File: src/rtl/pmc_pkg.sv
package pmc_pkg;

  typedef enum logic [1:0] {
    PM_OFF   = 2'd0,
    PM_RESET = 2'd1,
    PM_RET   = 2'd2,
    PM_ON    = 2'd3
  } pmode_e;

  typedef struct packed {
    logic pwr;
    logic clk;
    logic iso;
    logic rst;
    logic ret;
  } dom_t;

  function automatic dom_t dom_of(pmode_e m);
    dom_t d;
    case (m)
      PM_OFF:   d = '{pwr: 1'b0, clk: 1'b0, iso: 1'b1, rst: 1'b1, ret: 1'b0};
      PM_RESET: d = '{pwr: 1'b1, clk: 1'b0, iso: 1'b0, rst: 1'b1, ret: 1'b0};
      PM_RET:   d = '{pwr: 1'b0, clk: 1'b0, iso: 1'b1, rst: 1'b0, ret: 1'b1};
      default:  d = '{pwr: 1'b1, clk: 1'b1, iso: 1'b0, rst: 1'b0, ret: 1'b0};
    endcase
    return d;
  endfunction

endpackage

File: src/rtl/pmc_bus_gate.sv
module pmc_bus_gate
  import pmc_pkg::*;
#(
  parameter int ADDR_W = 12,
  parameter int KEY_W  = 16,
  parameter logic [ADDR_W-1:0] REG_ADDR = 12'h200,
  parameter logic [KEY_W-1:0]  WR_KEY   = 16'h05FA
) (
  input  logic [ADDR_W-1:0] addr,
  input  logic              we,
  input  logic [KEY_W-1:0]  key,
  input  logic [1:0]        mode_field,
  output logic              hit,
  output logic              wr_ok,
  output pmode_e            wr_mode
);

  assign hit     = (addr == REG_ADDR);
  assign wr_ok   = we && hit && (key == WR_KEY);
  assign wr_mode = pmode_e'(mode_field);

endmodule

File: src/rtl/pmc_mode_reg.sv
module pmc_mode_reg
  import pmc_pkg::*;
(
  input  logic   clk,
  input  logic   rst,
  input  logic   wr_ok,
  input  pmode_e wr_mode,
  output pmode_e prog_mode
);

  always_ff @(posedge clk) begin
    if (rst)        prog_mode <= PM_RESET;
    else if (wr_ok) prog_mode <= wr_mode;
  end

  // the register changes only on an accepted keyed write
  p_keyed_only_r2: assert property (@(posedge clk) disable iff (rst)
    !wr_ok |=> $stable(prog_mode));

endmodule

File: src/rtl/pmc_domain_seq.sv
module pmc_domain_seq
  import pmc_pkg::*;
(
  input  logic   clk,
  input  logic   rst,
  input  pmode_e prog_mode,
  input  logic   deep_sleep,
  output pmode_e applied,
  output dom_t   dom,
  output logic   done
);

  pmode_e applied_nxt;

  always_comb begin
    applied_nxt = applied;
    if (prog_mode != PM_RET)  applied_nxt = prog_mode;
    else if (deep_sleep)      applied_nxt = PM_RET;
  end

  always_ff @(posedge clk) begin
    if (rst) begin
      applied <= PM_RESET;
      dom     <= dom_of(PM_RESET);
    end else begin
      applied <= applied_nxt;
      dom     <= dom_of(applied_nxt);
    end
  end

  assign done = (applied == prog_mode);

  // a waiting retained request leaves the domain untouched
  p_ret_hold_r9: assert property (@(posedge clk) disable iff (rst)
    (prog_mode == PM_RET && !deep_sleep && applied != PM_RET) |=> $stable(dom));

  // retention only switches on after deep sleep was seen
  p_ret_needs_ds_r8: assert property (@(posedge clk) disable iff (rst)
    $rose(dom.ret) |-> $past(deep_sleep));

  // whenever power is removed the domain is isolated
  p_iso_unpowered_r5: assert property (@(posedge clk) disable iff (rst)
    !dom.pwr |-> dom.iso);

endmodule

File: src/rtl/core_pwr_ctl.sv
module core_pwr_ctl
  import pmc_pkg::*;
#(
  parameter int ADDR_W = 12,
  parameter int DATA_W = 32,
  parameter int KEY_W  = 16,
  parameter logic [ADDR_W-1:0] REG_ADDR = 12'h200,
  parameter logic [KEY_W-1:0]  WR_KEY   = 16'h05FA,
  parameter logic [KEY_W-1:0]  RD_KEY   = 16'hFA05
) (
  input  logic              clk,
  input  logic              rst,
  input  logic [ADDR_W-1:0] bus_addr,
  input  logic              bus_we,
  input  logic [DATA_W-1:0] bus_wdata,
  output logic [DATA_W-1:0] bus_rdata,
  input  logic              core_deep_sleep,
  output logic              mode_done,
  output logic              dom_pwr_en,
  output logic              dom_clk_en,
  output logic              dom_iso_en,
  output logic              dom_rst,
  output logic              dom_ret_en
);

  localparam int MODE_W = 2;
  localparam int PAD_W  = DATA_W - KEY_W - MODE_W;

  logic   hit, wr_ok;
  pmode_e wr_mode, prog_mode, applied;
  dom_t   dom;
  logic   wdata_pad_unused;

  assign wdata_pad_unused = ^bus_wdata[MODE_W +: PAD_W];

  pmc_bus_gate #(
    .ADDR_W(ADDR_W), .KEY_W(KEY_W), .REG_ADDR(REG_ADDR), .WR_KEY(WR_KEY)
  ) u_gate (
    .addr(bus_addr), .we(bus_we),
    .key(bus_wdata[DATA_W-1 -: KEY_W]),
    .mode_field(bus_wdata[MODE_W-1:0]),
    .hit(hit), .wr_ok(wr_ok), .wr_mode(wr_mode)
  );

  pmc_mode_reg u_mode (
    .clk(clk), .rst(rst), .wr_ok(wr_ok), .wr_mode(wr_mode),
    .prog_mode(prog_mode)
  );

  pmc_domain_seq u_seq (
    .clk(clk), .rst(rst), .prog_mode(prog_mode), .deep_sleep(core_deep_sleep),
    .applied(applied), .dom(dom), .done(mode_done)
  );

  always_ff @(posedge clk) begin
    if (rst)      bus_rdata <= '0;
    else if (hit) bus_rdata <= {RD_KEY, {PAD_W{1'b0}}, prog_mode};
    else          bus_rdata <= '0;
  end

  assign dom_pwr_en = dom.pwr;
  assign dom_clk_en = dom.clk;
  assign dom_iso_en = dom.iso;
  assign dom_rst    = dom.rst;
  assign dom_ret_en = dom.ret;

  // any non-zero read carries the fixed read-back key and a clean pad
  p_rdata_key_r3: assert property (@(posedge clk) disable iff (rst)
    (bus_rdata != '0) |-> (bus_rdata[DATA_W-1 -: KEY_W] == RD_KEY &&
                           bus_rdata[MODE_W +: PAD_W] == '0));

  // without a new write, a non-retained mode is reached in one edge
  p_done_follow_r11: assert property (@(posedge clk) disable iff (rst)
    (!wr_ok && prog_mode != PM_RET) |=> mode_done);

  // the applied state differs from the programmed one only for a step
  p_applied_valid_r10: assert property (@(posedge clk) disable iff (rst)
    (!wr_ok && applied != prog_mode && prog_mode != PM_RET) |=> (applied == $past(prog_mode)));

endmodule

File: config.mk
export PLATFORM = sky130hd
export DESIGN_NAME = core_pwr_ctl
export DESIGN_NICKNAME = d
export VERILOG_FILES = /design/src/rtl/pmc_pkg.sv /design/src/rtl/pmc_bus_gate.sv /design/src/rtl/pmc_mode_reg.sv /design/src/rtl/pmc_domain_seq.sv /design/src/rtl/core_pwr_ctl.sv
export SDC_FILE = /design/constraint.sdc
export NUM_CORES = 1
export LEC_CHECK = 0
export ABC_AREA = 1
export ABC_CLOCK_PERIOD_IN_PS = 1300
export BUFFER_PORTS_ARGS = -buffer_cell sky130_fd_sc_hd__buf_4
export CAP_MARGIN = 40
export CORE_MARGIN = 1.5
export CORE_UTILIZATION = 35
export CTS_CLUSTER_DIAMETER = 30
export DETAILED_ROUTE_END_ITERATION = 10
export PLACE_DENSITY = 0.85
export SLEW_MARGIN = 40
export SYNTH_ARGS = -nofsm -noshare
export SYNTH_HDL_FRONTEND = slang
export SYNTH_SLANG_ARGS = --single-unit
File: constraint.sdc
create_clock -name clk -period 1.3 [get_ports clk]
set_input_delay 0 -clock clk [delete_from_list [all_inputs] [get_ports clk]]
set_output_delay 0 -clock clk [all_outputs]
set_load 0.005 [all_outputs]
==> impl_metrics.xml <==
<?xml version="1.0" encoding="UTF-8"?>
<metrics>
  <group name="run_status">
    <metric name="run_status" unit="">completed</metric>
  </group>
  <group name="routing">
    <metric name="first_iter_violations" unit="">8</metric>
    <metric name="drt-total-wl" unit="mm">1.41</metric>
    <metric name="routedWlPerCell" unit="µm">8.00</metric>
    <metric name="num_vias" unit="">687</metric>
    <metric name="detail-route-antenna-nets" unit="">0</metric>
    <metric name="drcViolationCount" unit="">0</metric>
    <metric name="routed_via_density" unit="">3.90</metric>
    <metric name="firstDrtPassIters" unit="">4</metric>
  </group>
  <group name="floorplan">
    <metric name="initial_core_util" unit="%">37.0</metric>
    <metric name="core_region" unit="mm²">0.00194</metric>
    <metric name="die_area" unit="mm²">0.00234</metric>
    <metric name="die-width" unit="µm">48.3</metric>
    <metric name="top_level_ports" unit="">86</metric>
    <metric name="die_y" unit="µm">48.3</metric>
    <metric name="num_rows" unit="">16</metric>
  </group>
  <group name="pwr">
    <metric name="vdd.ir_drop.worst" unit="mV">0.328</metric>
    <metric name="pwr_density_cell" unit="mW/mm²">677</metric>
    <metric name="p_leak" unit="µW">0.000601</metric>
  </group>
  <group name="worst_setup_path">
    <metric name="start_kind" unit="">flop</metric>
    <metric name="timing.critical_path.required" unit="ns">1.30</metric>
    <metric name="cp_max_fo" unit="">4</metric>
    <metric name="worst_setup_path_end_kind" unit="">primary output</metric>
    <metric name="cp_data_arrival_time" unit="ns">1.09</metric>
    <metric name="crit_type" unit="">reg -&gt; out</metric>
  </group>
  <group name="clock_network">
    <metric name="htree_num_levels" unit="">1</metric>
    <metric name="clk_latency" unit="ns">0.26</metric>
    <metric name="clk_transition_reported_paths" unit="ns">0.07</metric>
    <metric name="cts-root-buf" unit="">sky130_fd_sc_hd__clkbuf_4</metric>
    <metric name="tritoncts" unit="">built</metric>
    <metric name="cts_made_buffers" unit="">3</metric>
    <metric name="post_cts_resize_count" unit="">0</metric>
    <metric name="post_cts.repair.setup_buffers" unit="">0</metric>
    <metric name="numClockSinks" unit="">12</metric>
    <metric name="cts_max_path_buffers" unit="">2</metric>
    <metric name="cts_hold_buffers" unit="">3</metric>
  </group>
  <group name="cells_and_area">
    <metric name="fillerInstances" unit="">186</metric>
    <metric name="final_util" unit="%">53.3</metric>
    <metric name="num-nets-final" unit="">199</metric>
    <metric name="finish.instance_area" unit="mm²">0.00103</metric>
    <metric name="syn_to_layout_area_delta" unit="%">43.8</metric>
    <metric name="most_common_cell_after_layout_fill_and_taps_aside" unit="">sky130_fd_sc_hd__buf_4</metric>
    <metric name="layout-drive-gt1-share" unit="%">37.6</metric>
    <metric name="final_cells" unit="">176</metric>
    <metric name="final_cell_mix" unit="">sky130_fd_sc_hd__buf_4 (49), sky130_fd_sc_hd__conb_1 (22), sky130_fd_sc_hd__inv_1 (17)</metric>
    <metric name="diodes" unit="">0</metric>
  </group>
  <group name="timing">
    <metric name="finalSetupViolCount" unit="">0</metric>
    <metric name="maxClockFrequency" unit="GHz">0.918</metric>
    <metric name="setup_tns" unit="ns">0</metric>
    <metric name="final_number_of_max_transition_violations" unit="">0</metric>
    <metric name="number_of_hold_violations_in_the_final_report" unit="">0</metric>
    <metric name="period_minus_slack" unit="ns">1.09</metric>
    <metric name="clock_skew" unit="ns">0.000993</metric>
    <metric name="period_share" unit="%">83.8</metric>
    <metric name="rsz0062_at_grt" unit="">false</metric>
  </group>
  <group name="yosys">
    <metric name="synth.cell_area" unit="µm²">719</metric>
    <metric name="synth.ff_latch_count" unit="">12</metric>
    <metric name="synth_top_cells_by_area" unit="">sky130_fd_sc_hd__dfxtp_1 (33%), sky130_fd_sc_hd__buf_4 (30%), sky130_fd_sc_hd__inv_1 (8.9%), sky130_fd_sc_hd__nor2_1 (7.8%), sky130_fd_sc_hd__nand2_1 (7.3%)</metric>
    <metric name="synthesized_area_per_cell" unit="µm²">7.05</metric>
    <metric name="synth_largest_type_area_fraction" unit="%">33.4</metric>
    <metric name="yosysWarningCount" unit="">0</metric>
    <metric name="most_area_hungry_cell_type_in_the_yosys_netlist" unit="">sky130_fd_sc_hd__dfxtp_1</metric>
    <metric name="synthesis.instances" unit="">102</metric>
    <metric name="synth.lib_cells_used.distinct" unit="">14</metric>
    <metric name="yosysSeqAreaShare" unit="%">33.4</metric>
  </group>
  <group name="global_routing">
    <metric name="wire_length_of_the_first_global_routing_pass" unit="mm">2.41</metric>
    <metric name="first_global_vias" unit="">683</metric>
    <metric name="globalRouteOverflowTotal" unit="">0</metric>
    <metric name="gr-usage-all-layers" unit="%">13.2</metric>
    <metric name="antenna_violations_before_repair" unit="">0</metric>
    <metric name="grt_start_max_net_pins" unit="">9</metric>
  </group>
  <group name="min_path">
    <metric name="holdCritPathClass" unit="">in -&gt; reg</metric>
  </group>
  <group name="place">
    <metric name="place.detailed.instances" unit="">170</metric>
    <metric name="gp_congestion" unit="">0.767</metric>
    <metric name="io_buffers" unit="">49</metric>
    <metric name="hpwlAfterDp" unit="mm">1.27</metric>
    <metric name="placed_cell_area" unit="µm²">982</metric>
  </group>
  <group name="job">
    <metric name="drv.max_cap_violation_count" unit="">0</metric>
  </group>
</metrics>
[area by class of cell]
| cell class | count | area (µm²) | share of cell area [%] |
|---|---|---|---|
| well taps | 27 | 33.8 | 3.26 |
| clock buffers | 3 | 22.5 | 2.18 |
| repair buffers | 52 | 398 | 38.5 |
| inverters | 17 | 63.8 | 6.17 |
| multi-input cells | 65 | 277 | 26.7 |
| flip-flops and latches | 12 | 240 | 23.2 |
[layer usage]
metal | vias up | GRT usage, % | routed length (µm)
met3 | 4 | 3.09 | 115
met1 | 298 | 10.5 | 429
met4 | 0 | 9.52 | 23
met5 | - | 0 | 0
met2 | 41 | 27.1 | 840
li1 | 344 | - | -
[cells in the mapped netlist, drive strengths merged]
cell type,n
a21oi,1
nand3,4
xor2,1
nand4,1
buf,29
nand3b,1
inv,17
dfxtp,12
conb,1
nor2,18
a31oi,2
nand2,15
[metrics by stage]
step,setup WS (ns),power (µW),hold WS [ns]
2_1_floorplan,0.461,456,0.0942
3_3_place_gp,0.393,482,0.196
3_5_place_dp,0.351,485,0.195
4_1_cts,0.253,707,0.141
5_1_grt,0.127,748,0.175
6_report,0.211,700,0.144
[state kept, by name, indices dropped and copies added (netlist names)]
name / count
bus_rdata: 3
u_mode.prog_mode: 2
u_seq.applied: 2
u_seq.dom: 5
[report_power, final]
group          leakage [µW]  total [µW]  switching [µW]  internal, µW
Sequential        0.0000968         367          0.0102           367
Combinational      0.000491         117            41.9          75.4
Clock             0.0000138         216             109           107
Total              0.000601         700             150           550
[critical path, stage by stage, from the launching register on]
cell,delay [ns]
sky130_fd_sc_hd__dfxtp_1,0.33
sky130_fd_sc_hd__inv_1,0.11
sky130_fd_sc_hd__nand2_1,0.06
sky130_fd_sc_hd__a21oi_1,0.18
sky130_fd_sc_hd__buf_4,0.14
[final timing paths]
kind | depth (start not counted) | slack (ns) | startpoint | end
worst max-delay path | 4 | 0.21 | u_mode.prog_mode[1]$_SDFFE_PP0P_ | mode_done
worst min-delay path | 5 | 0.14 | bus_addr[8] | bus_rdata[30]$_SDFF_PP0_
worst max register to register | 4 | 0.35 | u_mode.prog_mode[0]$_SDFFE_PP1P_ | u_seq.dom[4]$_SDFF_PP1_
worst min register to register | 2 | 0.52 | u_mode.prog_mode[0]$_SDFFE_PP1P_ | bus_rdata[0]$_SDFF_PP0_
[cell families after synthesis]
group,share of synthesized area (%)
compound gates,2.43
xor+xnor,1.22
buf+inv,39.1
flops,33.4
other cells,0.521
simple gates,23.3
Power figures use the tool's default switching activity.
